==> config.mk <==
export PLATFORM = sky130hd
export DESIGN_NAME = clos_mid_selector
export DESIGN_NICKNAME = d
export VERILOG_FILES = /design/src/rtl/clos_sel_pkg.sv /design/src/rtl/clos_free_pick.sv /design/src/rtl/clos_relay_table.sv /design/src/rtl/clos_sel_ctrl.sv /design/src/rtl/clos_mid_selector.sv
export SDC_FILE = /design/constraint.sdc
export NUM_CORES = 1
export LEC_CHECK = 0
export BUFFER_PORTS_ARGS = -buffer_cell sky130_fd_sc_hd__buf_2
export CORE_MARGIN = 2
export CORE_UTILIZATION = 56
export DETAILED_ROUTE_END_ITERATION = 7
export PLACE_DENSITY_LB_ADDON = 0.2
export SETUP_SLACK_MARGIN = 0.15
export SLEW_MARGIN = 20
export SYNTH_ARGS = -nofsm -noshare
export SYNTH_HDL_FRONTEND = slang
export SYNTH_SLANG_ARGS = --single-unit
==> constraint.sdc <==
create_clock -name clk -period 3.9 [get_ports clk]
set_clock_uncertainty 0.15 [all_clocks]
set_input_delay 0.78 -clock clk [delete_from_list [all_inputs] [get_ports clk]]
set_output_delay 0.78 -clock clk [all_outputs]
set_load 0.02 [all_outputs]
==> src/rtl/clos_sel_pkg.sv <==
package clos_sel_pkg;

   typedef enum logic [1:0] {
      RES_NONE    = 2'd0,
      RES_GRANT   = 2'd1,
      RES_BLOCKED = 2'd2,
      RES_RESEND  = 2'd3
   } res_code_e;

   typedef enum logic {
      ST_IDLE   = 1'b0,
      ST_SEARCH = 1'b1
   } sel_state_e;

endpackage

==> src/rtl/clos_free_pick.sv <==
// Lowest-index set bit of a free vector.
module clos_free_pick #(
   parameter int N     = 32,
   localparam int IDXW = (N > 1) ? $clog2(N) : 1
) (
   input  logic [N-1:0]    free_vec,
   output logic            found,
   output logic [IDXW-1:0] idx
);

   initial begin
      if (N < 2) $fatal(1, "clos_free_pick: N must be at least 2");
   end

   always_comb begin
      found = |free_vec;
      idx   = '0;
      for (int i = N - 1; i >= 0; i--) begin
         if (free_vec[i]) idx = IDXW'(i);
      end
   end

endmodule

==> src/rtl/clos_relay_table.sv <==
// Per-middle-switch record of busy input-side and output-side links.
module clos_relay_table #(
   parameter int N_MID  = 32,
   parameter int N_IN   = 8,
   parameter int N_OUT  = 8,
   localparam int MIDW  = (N_MID > 1) ? $clog2(N_MID) : 1,
   localparam int INW   = (N_IN  > 1) ? $clog2(N_IN)  : 1,
   localparam int OUTW  = (N_OUT > 1) ? $clog2(N_OUT) : 1
) (
   input  logic            clk,
   input  logic            rst_n,
   input  logic [MIDW-1:0] look_mid,
   input  logic [INW-1:0]  look_in,
   input  logic [OUTW-1:0] look_out,
   output logic            look_busy,
   input  logic            cmt_en,
   input  logic [MIDW-1:0] cmt_mid,
   input  logic [INW-1:0]  cmt_in,
   input  logic [OUTW-1:0] cmt_out,
   input  logic            rel_en,
   input  logic [MIDW-1:0] rel_mid,
   input  logic [INW-1:0]  rel_in,
   input  logic [OUTW-1:0] rel_out
);

   initial begin
      if (N_IN < 2 || N_OUT < 2) $fatal(1, "clos_relay_table: need at least two outer switches");
      if (N_MID * (N_IN + N_OUT) > 4096) $fatal(1, "clos_relay_table: table too large");
   end

   logic [N_IN-1:0]  in_busy  [N_MID];
   logic [N_OUT-1:0] out_busy [N_MID];

   for (genvar m = 0; m < N_MID; m++) begin : g_mid
      logic hit_cmt, hit_rel;
      assign hit_cmt = cmt_en && (cmt_mid == MIDW'(m));
      assign hit_rel = rel_en && (rel_mid == MIDW'(m));

      always_ff @(posedge clk or negedge rst_n) begin
         if (!rst_n) begin
            in_busy[m]  <= '0;
            out_busy[m] <= '0;
         end else if (hit_cmt || hit_rel) begin
            in_busy[m]  <= (in_busy[m]
                            & ~(hit_rel ? (N_IN'(1) << rel_in) : '0))
                            | (hit_cmt ? (N_IN'(1) << cmt_in) : '0);
            out_busy[m] <= (out_busy[m]
                            & ~(hit_rel ? (N_OUT'(1) << rel_out) : '0))
                            | (hit_cmt ? (N_OUT'(1) << cmt_out) : '0);
         end
      end
   end

   assign look_busy = in_busy[look_mid][look_in] | out_busy[look_mid][look_out];

   // a commit only lands on links the table shows as free
   a_r4_commit_free: assert property (@(posedge clk) disable iff (!rst_n)
      cmt_en |-> (!in_busy[cmt_mid][cmt_in] && !out_busy[cmt_mid][cmt_out]));

   // the committed links read back busy on the next cycle
   a_r4_commit_marks: assert property (@(posedge clk) disable iff (!rst_n)
      cmt_en |=> (in_busy[$past(cmt_mid)][$past(cmt_in)]
                  && out_busy[$past(cmt_mid)][$past(cmt_out)]));

   // a release without a concurrent commit leaves its links clear
   a_r8_release_clears: assert property (@(posedge clk) disable iff (!rst_n)
      (rel_en && !cmt_en) |=> (!in_busy[$past(rel_mid)][$past(rel_in)]
                               && !out_busy[$past(rel_mid)][$past(rel_out)]));

endmodule

==> src/rtl/clos_sel_ctrl.sv <==
// Request sequencing: latch vectors, try candidates, count cancels, report.
module clos_sel_ctrl
   import clos_sel_pkg::*;
#(
   parameter int N_MID        = 32,
   parameter int N_IN         = 8,
   parameter int N_OUT        = 8,
   parameter int CANCEL_LIMIT = 3,
   localparam int MIDW  = (N_MID > 1) ? $clog2(N_MID) : 1,
   localparam int INW   = (N_IN  > 1) ? $clog2(N_IN)  : 1,
   localparam int OUTW  = (N_OUT > 1) ? $clog2(N_OUT) : 1,
   localparam int CNTW  = $clog2(CANCEL_LIMIT + 2)
) (
   input  logic             clk,
   input  logic             rst_n,
   input  logic             req_valid,
   output logic             req_ready,
   input  logic [INW-1:0]   req_in_sw,
   input  logic [OUTW-1:0]  req_out_sw,
   input  logic [N_MID-1:0] req_in_vec,
   input  logic [N_MID-1:0] req_out_vec,
   output logic [N_MID-1:0] free_vec,
   input  logic             pick_found,
   input  logic [MIDW-1:0]  pick_idx,
   output logic [INW-1:0]   cur_in_sw,
   output logic [OUTW-1:0]  cur_out_sw,
   input  logic             pick_busy,
   output logic             cmt_en,
   output logic             res_valid,
   output logic [1:0]       res_code,
   output logic [MIDW-1:0]  res_mid,
   output logic [N_MID-1:0] res_in_vec,
   output logic [N_MID-1:0] res_out_vec
);

   initial begin
      if (CANCEL_LIMIT < 1) $fatal(1, "clos_sel_ctrl: CANCEL_LIMIT must be positive");
   end

   localparam logic [CNTW-1:0] LIM = CNTW'(CANCEL_LIMIT);

   sel_state_e       state_q;
   logic [N_MID-1:0] in_v_q, out_v_q, mask_q;
   logic [INW-1:0]   in_sw_q;
   logic [OUTW-1:0]  out_sw_q;
   logic [CNTW-1:0]  cnt_q;
   logic             accept, searching, do_block, do_cancel, do_resend;
   logic [N_MID-1:0] pick_onehot;

   assign req_ready   = (state_q == ST_IDLE);
   assign accept      = req_valid && req_ready;
   assign searching   = (state_q == ST_SEARCH);
   assign free_vec    = ~(in_v_q | out_v_q | mask_q);
   assign cur_in_sw   = in_sw_q;
   assign cur_out_sw  = out_sw_q;
   assign pick_onehot = N_MID'(1) << pick_idx;

   assign do_block  = searching && !pick_found;
   assign cmt_en    = searching && pick_found && !pick_busy;
   assign do_resend = searching && pick_found && pick_busy && (cnt_q == LIM);
   assign do_cancel = searching && pick_found && pick_busy && (cnt_q != LIM);

   always_ff @(posedge clk or negedge rst_n) begin
      if (!rst_n) begin
         state_q  <= ST_IDLE;
         in_v_q   <= '0;
         out_v_q  <= '0;
         mask_q   <= '0;
         in_sw_q  <= '0;
         out_sw_q <= '0;
         cnt_q    <= '0;
      end else if (accept) begin
         state_q  <= ST_SEARCH;
         in_v_q   <= req_in_vec;
         out_v_q  <= req_out_vec;
         mask_q   <= '0;
         in_sw_q  <= req_in_sw;
         out_sw_q <= req_out_sw;
         cnt_q    <= '0;
      end else if (do_cancel) begin
         mask_q <= mask_q | pick_onehot;
         cnt_q  <= cnt_q + 1'b1;
      end else if (do_block || cmt_en || do_resend) begin
         state_q <= ST_IDLE;
      end
   end

   always_ff @(posedge clk or negedge rst_n) begin
      if (!rst_n) begin
         res_valid   <= 1'b0;
         res_code    <= RES_NONE;
         res_mid     <= '0;
         res_in_vec  <= '0;
         res_out_vec <= '0;
      end else begin
         res_valid <= do_block || cmt_en || do_resend;
         if (cmt_en) begin
            res_code    <= RES_GRANT;
            res_mid     <= pick_idx;
            res_in_vec  <= in_v_q | pick_onehot;
            res_out_vec <= out_v_q | pick_onehot;
         end else if (do_block) begin
            res_code    <= RES_BLOCKED;
            res_mid     <= '0;
            res_in_vec  <= in_v_q;
            res_out_vec <= out_v_q;
         end else if (do_resend) begin
            res_code    <= RES_RESEND;
            res_mid     <= '0;
            res_in_vec  <= in_v_q;
            res_out_vec <= out_v_q;
         end
      end
   end

   // the switch under trial is a true candidate
   a_r2_pick_is_free: assert property (@(posedge clk) disable iff (!rst_n)
      (searching && pick_found) |-> !(in_v_q[pick_idx] | out_v_q[pick_idx] | mask_q[pick_idx]));

   // the cancel count never passes its limit
   a_r6_cnt_bound: assert property (@(posedge clk) disable iff (!rst_n)
      cnt_q <= LIM);

   // a cancelled switch joins the exclusion mask
   a_r5_cancel_masks: assert property (@(posedge clk) disable iff (!rst_n)
      do_cancel |=> mask_q[$past(pick_idx)]);

   // results are single-cycle pulses, delivered while idle
   a_r9_pulse: assert property (@(posedge clk) disable iff (!rst_n)
      res_valid |=> !res_valid);
   a_r9_idle_at_result: assert property (@(posedge clk) disable iff (!rst_n)
      res_valid |-> req_ready);

endmodule

==> src/rtl/clos_mid_selector.sv <==
module clos_mid_selector
   import clos_sel_pkg::*;
#(
   parameter int N_MID        = 32,
   parameter int N_IN         = 8,
   parameter int N_OUT        = 8,
   parameter int CANCEL_LIMIT = 3,
   localparam int MIDW  = (N_MID > 1) ? $clog2(N_MID) : 1,
   localparam int INW   = (N_IN  > 1) ? $clog2(N_IN)  : 1,
   localparam int OUTW  = (N_OUT > 1) ? $clog2(N_OUT) : 1
) (
   input  logic             clk,
   input  logic             rst_n,
   input  logic             req_valid,
   output logic             req_ready,
   input  logic [INW-1:0]   req_in_sw,
   input  logic [OUTW-1:0]  req_out_sw,
   input  logic [N_MID-1:0] req_in_vec,
   input  logic [N_MID-1:0] req_out_vec,
   input  logic             rel_valid,
   input  logic [MIDW-1:0]  rel_mid,
   input  logic [INW-1:0]   rel_in_sw,
   input  logic [OUTW-1:0]  rel_out_sw,
   output logic             res_valid,
   output logic [1:0]       res_code,
   output logic [MIDW-1:0]  res_mid,
   output logic [N_MID-1:0] res_in_vec,
   output logic [N_MID-1:0] res_out_vec
);

   logic [N_MID-1:0] free_vec;
   logic             pick_found, pick_busy, cmt_en;
   logic [MIDW-1:0]  pick_idx;
   logic [INW-1:0]   cur_in_sw;
   logic [OUTW-1:0]  cur_out_sw;

   clos_sel_ctrl #(
      .N_MID(N_MID), .N_IN(N_IN), .N_OUT(N_OUT), .CANCEL_LIMIT(CANCEL_LIMIT)
   ) u_ctrl (
      .clk(clk), .rst_n(rst_n),
      .req_valid(req_valid), .req_ready(req_ready),
      .req_in_sw(req_in_sw), .req_out_sw(req_out_sw),
      .req_in_vec(req_in_vec), .req_out_vec(req_out_vec),
      .free_vec(free_vec), .pick_found(pick_found), .pick_idx(pick_idx),
      .cur_in_sw(cur_in_sw), .cur_out_sw(cur_out_sw),
      .pick_busy(pick_busy), .cmt_en(cmt_en),
      .res_valid(res_valid), .res_code(res_code), .res_mid(res_mid),
      .res_in_vec(res_in_vec), .res_out_vec(res_out_vec)
   );

   clos_free_pick #(.N(N_MID)) u_pick (
      .free_vec(free_vec), .found(pick_found), .idx(pick_idx)
   );

   clos_relay_table #(.N_MID(N_MID), .N_IN(N_IN), .N_OUT(N_OUT)) u_table (
      .clk(clk), .rst_n(rst_n),
      .look_mid(pick_idx), .look_in(cur_in_sw), .look_out(cur_out_sw),
      .look_busy(pick_busy),
      .cmt_en(cmt_en), .cmt_mid(pick_idx), .cmt_in(cur_in_sw), .cmt_out(cur_out_sw),
      .rel_en(rel_valid), .rel_mid(rel_mid), .rel_in(rel_in_sw), .rel_out(rel_out_sw)
   );

   // a grant reports a switch marked in both returned vectors
   a_r3_grant_vectors: assert property (@(posedge clk) disable iff (!rst_n)
      (res_valid && res_code == RES_GRANT) |-> (res_in_vec[res_mid] && res_out_vec[res_mid]));

endmodule

# Yosys cells after proc, flatten, opt, wreduce, memory -nomap -nowiden
# Index checks and enable logic that the tools add are counted.
# Widths: inputs -> output; s select.
[totals]
ff_bits = 690
input_bits = 85
out_inout_bits = 73
wordCells = 654
[classes]
n_addsub = 1
magnitude_cmp = 3
eq_ne = 65
n_shift = 5
mux = 189
bitwise_logic = 201
n_reduce_logical = 114
[op_table]
columns = ["cell", "count"]
rows = [
  ["$mux 8", 132],
  ["$and 8x8->8", 64],
  ["$not 8->8", 64],
  ["$or 8x8->8", 64],
  ["$mux 32", 8],
  ["$mux 5", 35],
  ["$eq 5x5->1 const B", 32],
  ["$or 32x32->32", 5],
  ["$bmux 8 s5", 2],
  ["$eq 5x4->1 const B", 16],
  ["$logic_and 1x1->1", 71],
  ["$eq 5x3->1 const B", 8],
  ["$logic_or 1x1->1", 34],
  ["$not 32->32", 1],
  ["$reduce_or 32->1", 1],
  ["$shl 1x3->8 const A", 4],
  ["$shl 1x5->32 const A", 1],
  ["$eq 5x2->1 const B", 4],
  ["$eq 5x1->1 const B", 2],
  ["$logic_not 5->1", 2],
  ["$lt 3x4->1 const B", 2],
  ["$bmux 1 s3", 2],
  ["$ge 6x6->1 const B", 1],
  ["$mux 2", 3],
  ["13 further kinds", 20],
]

# Longest topological paths before layout
[depth]
depth_word = 49
ltp_mapped = 21
depth_no_buf = 14

# Modules after synthesis
# Synthesis repeated with hierarchy kept, for this count alone.
[hier_totals]
cells_unflattened = 3069
hier_area_um2 = 31495.2
[by_module_without_submodules]
columns = ["mod", "instances", "cells_each", "area_per_inst_um2"]
rows = [
  ["clos_relay_table", 1, 2248, 23737.8],
  ["clos_sel_ctrl", 1, 756, 7372.1],
  ["clos_free_pick", 1, 65, 385.4],
]

# Least setup slack after synthesis
# OpenSTA, ideal clock, no wires.
[synth_path]
path_type = "reg2reg"
startpoint = "register u_ctrl.mask_q[2]"
endpoint = "register u_ctrl.res_in_vec[0]"
setup_ns = 0.125
arrival_time_ns = 3.927
required_time_ns = 3.625
path_slack_ns = -0.302
stages_incl_launch_ff = 19
cell_sequence = "dfrtp_1 > or3_4 > a21o_1 > a211oi_4 > o211ai_2 > nand2_2 > buf_6 > buf_6 > buf_6 > mux2i_1 > o22ai_1 > nor4_1 > o221ai_1 > a221oi_2 > a31o_2 > nand3_1 > a21oi_2 > buf_2 > mux2_2"
[synth_between]
elab_chain_len = 15
word_cells_on_any_way = 30
cone_classes = "1 x shift; 15 x mux; 5 x bitwise; 9 x reduce/logical"
[synth_lines]
columns = ["item", "line", "source"]
rows = [
  ["from (decl)", "clos_sel_ctrl.sv:43", "logic [N_MID-1:0] in_v_q, out_v_q, mask_q;"],
  ["from (signal assigned)", "clos_sel_ctrl.sv:81", "mask_q <= mask_q | pick_onehot;"],
  ["$or 32x32->32 (*)", "clos_sel_ctrl.sv:53", "assign free_vec = ~(in_v_q | out_v_q | mask_q);"],
  ["$not 32->32 (*)", "clos_sel_ctrl.sv:53", ""],
  ["$mux 5 (3 in a row)", "clos_free_pick.sv:19", "if (free_vec[i]) idx = IDXW'(i);"],
  ["$not 5->6 (implied by the code)", "clos_relay_table.sv:54", "assign look_busy = in_busy[look_mid][look_in] | out_busy[look_mid][look_out];"],
  ["$bmux 8 s5", "clos_relay_table.sv:54", ""],
  ["$mux 8 (implied by the code) (2 in a row)", "clos_relay_table.sv:54", ""],
  ["$bmux 1 s3", "clos_relay_table.sv:54", ""],
  ["$mux 1 (implied by the code)", "clos_relay_table.sv:54", ""],
  ["$or 1x1->1", "clos_relay_table.sv:54", ""],
  ["$logic_and 1x1->1 / $logic_not 1->1 (equally long branches)", "clos_sel_ctrl.sv:60, clos_sel_ctrl.sv:59", ""],
  ["$logic_and 1x1->1 (on tied branches)", "clos_sel_ctrl.sv:60, clos_sel_ctrl.sv:59", ""],
  ["$reduce_bool 3->1 (no line) / $mux 32 (equally long branches)", "n/a", ""],
  ["to (signal assigned)", "clos_sel_ctrl.sv:100", "res_in_vec <= in_v_q | pick_onehot;"],
  ["to (signal assigned)", "clos_sel_ctrl.sv:105", "res_in_vec <= in_v_q;"],
  ["to (signal assigned)", "clos_sel_ctrl.sv:110", "res_in_vec <= in_v_q;"],
  ["to (decl)", "clos_sel_ctrl.sv:32", "output logic [N_MID-1:0] res_in_vec,"],
]
# Mark *: on every way between the ends. The rest lies on a longest branch, timed or not. The select of a mux whose other input is x is not followed.
# A chain may end at the register's enable or synchronous reset.

# Worst setup path in the final report
[layout_path]
startpoint = "register u_ctrl.mask_q[30]"
endpoint = "register u_ctrl.mask_q[31]"
[layout_between]
elab_chain_len = 43
word_cells_on_any_way = 54
cone_classes = "1 x shift; 43 x mux; 5 x bitwise; 5 x reduce/logical"
[layout_lines]
columns = ["item", "line", "source"]
rows = [
  ["$or 32x32->32 (*)", "clos_sel_ctrl.sv:53", ""],
  ["$not 32->32 (*)", "clos_sel_ctrl.sv:53", ""],
  ["$mux 5 (31 in a row)", "clos_free_pick.sv:19", ""],
  ["$not 5->6 (implied by the code)", "clos_relay_table.sv:54", ""],
  ["$bmux 8 s5", "clos_relay_table.sv:54", ""],
  ["$mux 8 (implied by the code) (2 in a row)", "clos_relay_table.sv:54", ""],
  ["$bmux 1 s3", "clos_relay_table.sv:54", ""],
  ["$mux 1 (implied by the code)", "clos_relay_table.sv:54", ""],
  ["$or 1x1->1", "clos_relay_table.sv:54", ""],
  ["$logic_and 1x1->1 (2 in a row)", "clos_sel_ctrl.sv:61", "assign do_cancel = searching && pick_found && pick_busy && (cnt_q != LIM);"],
  ["$reduce_bool 2->1 (no line)", "n/a", ""],
]
# Marked as above.

==> metrics.cfg <==
[global_routing]
track_usage = 0.4160
grt_pass1_wl_mm = 187.6
grt_overflow = 0
grt_max_degree = 92
grt_antenna_before_repair = 2
grt_pass1_vias = 30678

[yosys]
synth_seq_cells = 690
syn_inst = 3494
synth_warnings = 0
synth_edf_count = 0
yosysSeqAreaShare = 0.5331
syn-cell-area_sq_um = 32390
syn_avg_cell_area_sq_um = 9.270
synth_ff_type = dfrtp_1
synthesis.nets = 3581
synthDistinctLibCells = 88
async_reset_ff_frac = 1.000

[clock_network]
clock-sinks = 690
cts_tree = done
cts_max_path_buffers = 3
clk_pin_slew_ns = 0.06
clock_latency_ns = 0.63
clockRootBuffer = clkbuf_16
cts-buffers-inserted = 75
cts_htree_levels = 3

[layout]
layout_commonest_cell = o21ai_0
final_area_sq_um = 41320
area_growth_pct = 27.58
final_cell_mix = o21ai_0 (700), dfrtp_1 (690), nand2_1 (534)
drive_gt1_frac = 0.2769
final_nets = 3958

[place]
routabilityCongestion = 0.9874
port_buffers = 157
dpl_cell_area_sq_um = 36530
hpwl_mm = 82.06

[route]
drt_iter0_markers = 4352
num_vias = 31547
drt-total-wl_mm = 129.3
vias_per_cell = 6.714
route.antenna.remaining_nets = 0
drc = 0
firstDrtPassIters = 6
wl_per_cell_um = 27.53

[timing]
whs_ns = 0.1251
finalSetupViolations = 620
worst_slack_ns = -1.134
rsz0062_at_grt = yes
worst_slew_pin_slew_ns = 1.095
slew_headroom = 0.2703
fmax_mhz = 198.7
fin_tns_setup_ns = -627.94
timing.final.crit_share = 1.291
finalHoldViolCount = 0
drv_slew = 0
period_minus_slack_ns = 5.034

[power]
pwr-share-seq = 0.207
leakage_nw = 16.85
peakVddDrop_mv = 0.8937
clkPwrFrac = 0.171
p_int_mw = 24.83
swShare = 0.4495
combPwrFrac = 0.622
switching_power_mw = 20.27
p_per_area_nw_per_um2 = 1091

[flow_run]
maxCapViolations = 0

[floorplanning]
core_sq_um = 57480
ioPinCount = 158
dieHeight_um = 244.5
rows = 88
start_util = 0.5635
dieArea_sq_um = 59780
fp.dieW_um = 244.5

[setup_path]
worstSetupEndpointType = register
cp-start-kind = register
critical_path_class = register to register
worstPathMaxFanout = 16
arrival_ns = 5.44
cp.required_ns = 4.30

[hold_path]
worstHoldPathType = input port to asynchronous set/reset pin

[run_status]
violations = negative setup slack
status = complete, but fails checks

## stage by stage
step	std cells	total power, mW	setup WS, ns	util
after floorplan	3494	21.74	-0.2214	-
after global placement	4509	32.12	-1.223	0.6354
after detailed placement	4509	32.43	-1.331	0.6355
after CTS	4665	41.34	-1.020	0.6904
after global routing	4699	46.45	-1.187	0.7190
final	4699	45.10	-1.134	0.7190
## flip-flops by register name (all words and copies together), names as in the netlist, 5 cells and up
name / count
u_ctrl.in_v_q: 32
u_table.out_busy: 256
u_table.in_busy: 256
u_ctrl.res_mid: 5
u_ctrl.out_v_q: 32
u_ctrl.res_in_vec: 32
u_ctrl.res_out_vec: 32
u_ctrl.mask_q: 32
## metal layers
metal / track usage / vias up / part of all wire / wire length (um)
met2: 0.6384 / 2373 / 0.45 / 58240
li1: - / 13156 / - / -
met4: 0.2579 / 2 / 0.069 / 8869
met5: 0 / - / 0.00014 / 18
met1: 0.5450 / 15494 / 0.36 / 47210
met3: 0.08494 / 522 / 0.12 / 15010
## synth_stat cells (all sizes together) (22+ instances only)
library cell | number | area, sq um
o31ai | 34 | 255.2
or3 | 35 | 269.0
buf | 104 | 619.4
or2 | 22 | 137.6
o21ai | 1112 | 5603
nor3 | 36 | 207.7
nand2 | 544 | 2049
clkbuf | 198 | 743.2
mux2i | 111 | 1111
o22ai | 29 | 181.4
inv | 46 | 172.7
mux2 | 66 | 743.2
o21bai | 33 | 251.5
dfrtp | 690 | 17270
a21oi | 76 | 387.9
nand3 | 118 | 595.6
nor4 | 22 | 158.9
nor2 | 45 | 168.9
## area by class of cell
type	instances	area, sq um
flip-flops and latches	690	17270
fillers	4250	16150
multi-input cells	2457	14990
repair buffers	601	5284
clock buffers	107	2198
well taps	765	957.2
clock inverters	32	449.2
inverters	46	172.7
diodes	1	2.502
## path summary, 6_finish.rpt
kind                                                     from                                to  slack (ns)  cells past startpoint
max in group asynchronous                               rst_n   u_table.in_busy[87]$_DFFE_PN0P_        2.46                      2
worst max-delay path            u_ctrl.mask_q[30]$_DFFE_PN0P_     u_ctrl.mask_q[31]$_DFFE_PN0P_       -1.13                     20
worst min-delay path                                    rst_n  u_table.out_busy[70]$_DFFE_PN0P_        0.13                      1
worst max register to register  u_ctrl.mask_q[30]$_DFFE_PN0P_     u_ctrl.mask_q[31]$_DFFE_PN0P_       -1.13                     20
worst min register to register   u_ctrl.mask_q[4]$_DFFE_PN0P_      u_ctrl.mask_q[4]$_DFFE_PN0P_        0.33                      2
min in group clk                                req_out_sw[2]  u_ctrl.cur_out_sw[2]$_DFFE_PN0P_        0.19                      3
## power by group through the flow
stage,sequential [mW],clock (mW),combinational [mW]
finish,9.34,7.69,28.1
detailed placement,9.35,0,23.1
global route,9.44,7.99,29.0
global placement,9.30,0,22.8
floorplan,9.54,0,12.2
CTS,9.26,7.69,24.4
## cells by family (layout without fill, tap and decap cells)
family                   count (synthesis)  after routing  synth area share
buffers and inverters                  348            786           0.04740
flip-flops                             690            690            0.5331
adder cells (fa/ha/maj)                  2              2         0.0007725
other                                    0              1                 0
AND/OR/NAND/NOR                        884            885            0.1244
multiplexers                           177            177           0.05725
AO/OA/AOI/OAI                         1393           1393            0.2371
## critical path, cell delays in order (launching register included)
cell	delay (ns)
dfrtp_1	0.39
or3_4	0.40
a211oi_2	0.25
o31a_1	0.18
buf_6	0.14
o211ai_4	0.11
o21ai_4	0.30
buf_12	0.21
buf_12	0.16
nand2_1	0.07
a311o_1	0.35
or4_4	0.57
o211ai_1	0.10
o31a_1	0.24
a21oi_4	0.10
buf_6	0.12
buf_4	0.12
a311o_1	0.40
or2_1	0.28
buf_12	0.17
o21ai_1	0.13
## timing repair
| action | CTS | global route |
|---|---|---|
| setup buffers | 16 | 18 |
| hold buffers | 0 | 0 |
| endpoints found under the setup margin | 620 | 620 |
| pin swaps | 21 | 46 |
| cloned | 1 | 15 |
| gates resized for setup | 125 | 370 |
(Power assumes the default switching activity.)
